==> src/rtl/pwr_sleep_pkg.sv <==
package pwr_sleep_pkg;

  // Status codes double as state encoding; mode_status exposes them directly.
  typedef enum logic [2:0] {
    ST_ACTIVE = 3'd0,
    ST_IDLE   = 3'd1,
    ST_ADCNR  = 3'd2,
    ST_PWRDN  = 3'd3,
    ST_STDBY  = 3'd4,
    ST_OSCUP  = 3'd5
  } pwr_state_e;

  // Mode select codes sampled with the sleep strobe.
  localparam logic [2:0] SEL_IDLE  = 3'b000;
  localparam logic [2:0] SEL_ADCNR = 3'b001;
  localparam logic [2:0] SEL_PWRDN = 3'b010;
  localparam logic [2:0] SEL_STDBY = 3'b100;

  typedef struct packed {
    logic cpu;
    logic io;
    logic nvm;
    logic adc;
    logic osc;
  } clk_en_t;

endpackage

==> src/rtl/pwr_mode_fsm.sv <==
module pwr_mode_fsm
  import pwr_sleep_pkg::*;
#(
  parameter int CNT_W = 8
) (
  input  logic             clk,
  input  logic             rst_n,
  input  logic             sleep_strobe,
  input  logic             sleep_en,
  input  logic [2:0]       mode_sel,
  input  logic             adc_enabled,
  input  logic             wake_int0,
  input  logic             wake_pcint,
  input  logic             wake_wdt,
  input  logic             wake_other,
  input  logic [CNT_W-1:0] startup_cycles,
  output pwr_state_e       state,
  output logic             adc_start,
  output logic             wake_ack
);

  pwr_state_e       state_q, state_d, target;
  logic             sel_ok;
  logic             enter;
  logic             deep_wake, any_wake;
  logic [CNT_W-1:0] cnt_q;

  // Decode the requested mode; reserved codes are rejected.
  always_comb begin
    sel_ok = 1'b1;
    target = ST_ACTIVE;
    case (mode_sel)
      SEL_IDLE:  target = ST_IDLE;
      SEL_ADCNR: target = ST_ADCNR;
      SEL_PWRDN: target = ST_PWRDN;
      SEL_STDBY: target = ST_STDBY;
      default:   sel_ok = 1'b0;
    endcase
  end

  assign enter     = (state_q == ST_ACTIVE) && sleep_strobe && sleep_en && sel_ok;
  assign deep_wake = wake_int0 | wake_pcint | wake_wdt;
  assign any_wake  = deep_wake | wake_other;

  always_comb begin
    state_d = state_q;
    case (state_q)
      ST_ACTIVE: if (enter)           state_d = target;
      ST_IDLE,
      ST_ADCNR:  if (any_wake)        state_d = ST_ACTIVE;
      ST_PWRDN:  if (deep_wake)       state_d = ST_OSCUP;
      ST_STDBY:  if (deep_wake)       state_d = ST_ACTIVE;
      ST_OSCUP:  if (cnt_q == '0)     state_d = ST_ACTIVE;
      default:                        state_d = ST_ACTIVE;
    endcase
  end

  always_ff @(posedge clk or negedge rst_n) begin
    if (!rst_n) begin
      state_q   <= ST_ACTIVE;
      cnt_q     <= '0;
      adc_start <= 1'b0;
      wake_ack  <= 1'b0;
    end else begin
      state_q <= state_d;
      if (state_q == ST_PWRDN && deep_wake) begin
        cnt_q <= startup_cycles;
      end else if (state_q == ST_OSCUP && cnt_q != '0) begin
        cnt_q <= cnt_q - 1'b1;
      end
      adc_start <= enter && adc_enabled &&
                   (target == ST_IDLE || target == ST_ADCNR);
      wake_ack  <= (state_d == ST_ACTIVE) && (state_q != ST_ACTIVE);
    end
  end

  assign state = state_q;

endmodule

==> src/rtl/pwr_clk_decode.sv <==
module pwr_clk_decode
  import pwr_sleep_pkg::*;
(
  input  pwr_state_e state,
  output clk_en_t    en
);

  always_comb begin
    en.cpu = 1'b1;
    en.io  = 1'b1;
    en.nvm = 1'b1;
    en.adc = 1'b1;
    en.osc = 1'b1;
    case (state)
      ST_IDLE: begin
        en.cpu = 1'b0;
        en.nvm = 1'b0;
      end
      ST_ADCNR: begin
        en.cpu = 1'b0;
        en.io  = 1'b0;
        en.nvm = 1'b0;
      end
      ST_PWRDN: begin
        en.cpu = 1'b0;
        en.io  = 1'b0;
        en.nvm = 1'b0;
        en.adc = 1'b0;
        en.osc = 1'b0;
      end
      ST_STDBY, ST_OSCUP: begin
        en.cpu = 1'b0;
        en.io  = 1'b0;
        en.nvm = 1'b0;
        en.adc = 1'b0;
      end
      default: ;
    endcase
  end

endmodule

==> src/rtl/pwr_periph_gate.sv <==
module pwr_periph_gate #(
  parameter int NUM_PERIPH = 4,
  parameter int DATA_W     = 8
) (
  input  logic                         clk,
  input  logic                         rst_n,
  input  logic                         io_run,
  input  logic                         prr_wr,
  input  logic [NUM_PERIPH-1:0]        prr_wdata,
  input  logic [NUM_PERIPH-1:0]        bus_sel,
  input  logic                         bus_wr,
  input  logic [NUM_PERIPH*DATA_W-1:0] periph_rdata,
  output logic [NUM_PERIPH-1:0]        periph_clk_en,
  output logic [NUM_PERIPH-1:0]        periph_wr_en,
  output logic [DATA_W-1:0]            bus_rdata
);

  logic [NUM_PERIPH-1:0] prr_q;
  logic [DATA_W-1:0]     slice_rd [NUM_PERIPH];

  always_ff @(posedge clk or negedge rst_n) begin
    if (!rst_n)      prr_q <= '0;
    else if (prr_wr) prr_q <= prr_wdata;
  end

  for (genvar i = 0; i < NUM_PERIPH; i++) begin : g_periph
    assign periph_clk_en[i] = io_run & ~prr_q[i];
    assign periph_wr_en[i]  = bus_wr & bus_sel[i] & periph_clk_en[i];
    assign slice_rd[i] = (bus_sel[i] && periph_clk_en[i]) ?
                         periph_rdata[i*DATA_W +: DATA_W] : '0;
  end

  always_comb begin
    bus_rdata = '0;
    for (int i = 0; i < NUM_PERIPH; i++) bus_rdata = bus_rdata | slice_rd[i];
  end

endmodule

==> src/rtl/pwr_sleep_ctrl.sv <==
module pwr_sleep_ctrl
  import pwr_sleep_pkg::*;
#(
  parameter int NUM_PERIPH = 4,
  parameter int DATA_W     = 8,
  parameter int CNT_W      = 8
) (
  input  logic                         clk,
  input  logic                         rst_n,
  input  logic                         sleep_strobe,
  input  logic                         sleep_en,
  input  logic [2:0]                   mode_sel,
  input  logic                         adc_enabled,
  input  logic                         wake_int0,
  input  logic                         wake_pcint,
  input  logic                         wake_wdt,
  input  logic                         wake_other,
  input  logic [CNT_W-1:0]             startup_cycles,
  input  logic                         prr_wr,
  input  logic [NUM_PERIPH-1:0]        prr_wdata,
  input  logic [NUM_PERIPH-1:0]        bus_sel,
  input  logic                         bus_wr,
  input  logic [NUM_PERIPH*DATA_W-1:0] periph_rdata,
  output logic                         clk_en_cpu,
  output logic                         clk_en_io,
  output logic                         clk_en_nvm,
  output logic                         clk_en_adc,
  output logic                         osc_run,
  output logic                         adc_start,
  output logic [2:0]                   mode_status,
  output logic                         wake_ack,
  output logic [NUM_PERIPH-1:0]        periph_clk_en,
  output logic [NUM_PERIPH-1:0]        periph_wr_en,
  output logic [DATA_W-1:0]            bus_rdata
);

  pwr_state_e state;
  clk_en_t    en;

  pwr_mode_fsm #(.CNT_W(CNT_W)) u_fsm (
    .clk            (clk),
    .rst_n          (rst_n),
    .sleep_strobe   (sleep_strobe),
    .sleep_en       (sleep_en),
    .mode_sel       (mode_sel),
    .adc_enabled    (adc_enabled),
    .wake_int0      (wake_int0),
    .wake_pcint     (wake_pcint),
    .wake_wdt       (wake_wdt),
    .wake_other     (wake_other),
    .startup_cycles (startup_cycles),
    .state          (state),
    .adc_start      (adc_start),
    .wake_ack       (wake_ack)
  );

  pwr_clk_decode u_dec (
    .state (state),
    .en    (en)
  );

  pwr_periph_gate #(.NUM_PERIPH(NUM_PERIPH), .DATA_W(DATA_W)) u_gate (
    .clk           (clk),
    .rst_n         (rst_n),
    .io_run        (en.io),
    .prr_wr        (prr_wr),
    .prr_wdata     (prr_wdata),
    .bus_sel       (bus_sel),
    .bus_wr        (bus_wr),
    .periph_rdata  (periph_rdata),
    .periph_clk_en (periph_clk_en),
    .periph_wr_en  (periph_wr_en),
    .bus_rdata     (bus_rdata)
  );

  assign clk_en_cpu  = en.cpu;
  assign clk_en_io   = en.io;
  assign clk_en_nvm  = en.nvm;
  assign clk_en_adc  = en.adc;
  assign osc_run     = en.osc;
  assign mode_status = state;

endmodule

==> config.mk <==
export PLATFORM = sky130hd
export DESIGN_NAME = pwr_sleep_ctrl
export DESIGN_NICKNAME = d
export VERILOG_FILES = /design/src/rtl/pwr_sleep_pkg.sv /design/src/rtl/pwr_mode_fsm.sv /design/src/rtl/pwr_clk_decode.sv /design/src/rtl/pwr_periph_gate.sv /design/src/rtl/pwr_sleep_ctrl.sv
export SDC_FILE = /design/constraint.sdc
export NUM_CORES = 1
export LEC_CHECK = 0
export BUFFER_PORTS_ARGS = -buffer_cell sky130_fd_sc_hd__buf_4
export CAP_MARGIN = 20
export CORE_ASPECT_RATIO = 0.5
export CORE_UTILIZATION = 30
export CTS_CLUSTER_DIAMETER = 150
export DETAILED_ROUTE_END_ITERATION = 8
export PLACE_DENSITY_LB_ADDON = 0.12
export SLEW_MARGIN = 20
export SYNTH_ARGS = -nofsm -noshare
export SYNTH_HDL_FRONTEND = slang
export SYNTH_SLANG_ARGS = --single-unit
==> constraint.sdc <==
create_clock -name clk -period 2.6 [get_ports clk]
set_input_delay 0.13 -clock clk [delete_from_list [all_inputs] [get_ports clk]]
set_output_delay 0.13 -clock clk [all_outputs]
set_load 0.01 [all_outputs]
==> impl_metrics.ini <==
[sta]
setup_slack_ns = 0.3534
fmax_mhz = 445.1
finalSetupViolCount = 0
finalCritPeriodShare_pct = 86.41
fin_setup_tns_ns = 0
hold_viol = 0
skew_ns = 0.001289
max_slew_margin_pct = 58.15
tightest_slew_ns = 0.6250
period_needed_ns = 2.247
slew_viol_final = 0
rsz0062_at_grt = no

[route]
first_pass_iters = 4
viasPerCell = 4.918
ant_nets = 0
drc = 0
wl_um = 3576
drtIter0Drc = 41
vias = 1387
wl_per_cell_um = 12.68

[floorplanning]
initial_core_util_pct = 31.44
die_y_um = 47.35
core_um2 = 3924
io_pins = 88
die_x_um = 92.69
die_area_um2 = 4388
rows = 16

[cts]
clk_latency_ns = 0.25
clk_pin_slew_ns = 0.06
cts_max_level = 1
ctsLongestPathBuffers = 2
clock-root-buffer = clkbuf_8
cts_tree = yes
clock_sinks = 17
cts_setup_buffers = 0
cts-buffers-inserted = 3

[placed_design]
place_congestion = 0.7791
portBuffers = 87
dp_cells = 277
hpwl_um = 2810
pre_cts_slack_ns = 0.6101

[pwr]
powerDensity_nw_per_um2 = 401.0
leakage_nw = 0.9579
ir_drop_mv = 0.3062

[synth]
ys_warn_count = 0
avgSynthCellArea_um2 = 8.688
synth_area_um2 = 1234
synth-main-ff-cell = dfrtp_1
synthCells = 142
synth_edf_count = 0
ys_seq_area_share_pct = 34.48
ys_types = 41
async_flop_share_pct = 100.0
ys_ff_latch = 17
syn-num-nets = 205

[worst_setup_path]
end_kind = output pin
critPathMaxFanout = 14
cp_slowest_stage_delay_ns = 0.60
required_ns = 2.47
critPathBufInv = 1
cp_slowest_cell = dfrtp_1
cp_data_arrival_time_ns = 2.12
cp_cell_sequence = xor2_2 -> nor3b_2 -> a22oi_1 -> nand2_1 -> buf_4
path_delay_family = simple AND/OR/NAND/NOR gates
worstSetupPathType = flip-flop to output pin
worstSetupStartpointType = flip-flop

[finish]
area_growth_syn_to_layout_pct = 59.84
fin_nets = 292
final_util_pct = 50.26
final_cells = 282
nFillCells = 411
num_antenna_cells = 0
layout-drive-gt1-share_pct = 44.30

[grt]
overflow = 0
grt_pass1_vias = 1197
antenna_found_initial = 0
grt_pass1_wl_um = 5533
track_usage_pct = 16.31
grt_max_degree = 18

[job]
max_cap_viol_count = 0

[hold_path]
worstHoldPathType = input port to flip-flop

[outcome]
outcome = complete, no violations
[cell families after synthesis]
family          synth area share, %
mux                           5.274
xor+xnor                      3.449
fa+ha+maj                     1.014
buf+inv                       4.564
compound gates                20.49
flops                         34.48
simple gates                  30.73
[worst paths after layout]
| check | startpoint | end | slack [ns] | cells after the start |
|---|---|---|---|---|
| max in group asynchronous | rst_n | u_fsm.adc_start | 2.13 | 2 |
| min | mode_sel[1] | u_fsm.adc_start | 0.05 | 2 |
| max reg2reg | u_fsm.cnt_q[0] | u_fsm.state[2] | 0.67 | 5 |
| max | u_fsm.state[2] | bus_rdata[2] | 0.35 | 5 |
| min in group asynchronous | rst_n | u_gate.prr_q[3] | 0.28 | 2 |
| min reg2reg | u_gate.prr_q[0] | u_gate.prr_q[0] | 0.56 | 1 |
[Yosys cell counts, types with 2 or more instances]
| library cell | number | area share, % |
|---|---|---|
| mux2i_1 | 2 | 1.6 |
| nor2_1 | 11 | 3.3 |
| nor4_1 | 2 | 1.0 |
| nor3b_2 | 4 | 4.1 |
| nor3b_1 | 2 | 1.2 |
| buf_2 | 3 | 1.2 |
| o21ai_1 | 5 | 2.0 |
| a31oi_1 | 2 | 1.0 |
| a21oi_1 | 4 | 1.6 |
| nand2_1 | 21 | 6.4 |
| xnor2_1 | 2 | 1.4 |
| nand3_1 | 3 | 1.2 |
| nor2b_1 | 3 | 1.5 |
| buf_4 | 3 | 1.8 |
| a211o_1 | 2 | 1.4 |
| nor3_1 | 3 | 1.2 |
| inv_1 | 5 | 1.5 |
| o21ai_0 | 2 | 0.81 |
| or4_1 | 2 | 1.2 |
| or3_1 | 2 | 1.0 |
| and2_1 | 4 | 2.0 |
| a22oi_1 | 16 | 9.7 |
| a21o_1 | 2 | 1.2 |
| mux2_2 | 4 | 3.7 |
| dfrtp_1 | 17 | 34 |
[flip-flops by register name, summed over array words and instances (netlist names)]
name,cells
u_fsm.cnt_q,8
u_gate.prr_q,4
u_fsm.state,3
u_fsm.adc_start,1
u_fsm.wake_ack,1
[layer usage]
layer	GRT usage (%)	up-vias	wire length [µm]
li1	-	694	-
met1	20.83	632	1681
met2	27.70	59	1533
met3	5.502	2	337
met4	3.692	0	24
met5	0	-	0
[stage by stage]
step                      total power, mW  hold WS, ns  cell area [µm²]
after CTS                          0.7997      0.04415             1972
after global placement             0.5958      0.01366             1917
after floorplan                    0.4456      -0.1656             1234
after global routing               0.8455      0.05532             1972
final                              0.7908      0.04901             1972
after detailed placement           0.6004      0.01022             1917
[repair_timing]
item                      4_1_cts  5_1_grt
hold buffers                    1        0
resized for setup               0        0
hold endpoints to repair       17        0
[worst register-to-register path, stage by stage (launching register included)]
cell and delay [ns]:
dfrtp_1 0.40, inv_1 0.07, ha_1 0.20, nor3b_1 0.40
a21boi_2 0.19, or4_1 0.55
[where the power goes]
part,internal [mW],leakage [nW],switching (mW)
Clock,0.109,0.0228,0.0871
Combinational,0.159,0.740,0.111
Sequential,0.292,0.195,0.0326
[cell type report]
class	count	area (µm²)	area share, %
multi-input combinational	114	752.0	38.13
sequential	17	425.4	21.57
tap	54	67.56	3.426
clock buffer	4	45.04	2.284
timing repair buffer	88	663.1	33.63
inverter	5	18.77	0.9518
[layout by cell type (no fill, tap or decap), types with 4 or more instances in the layout]
cell	n
dfrtp_1	17
nand2_1	21
a21oi_1	4
a22oi_1	16
and2_1	4
nor2_1	11
mux2_2	4
o21ai_1	5
buf_4	87
inv_1	5
nor3b_2	4
No activity file was read; power rests on OpenSTA's default activity.
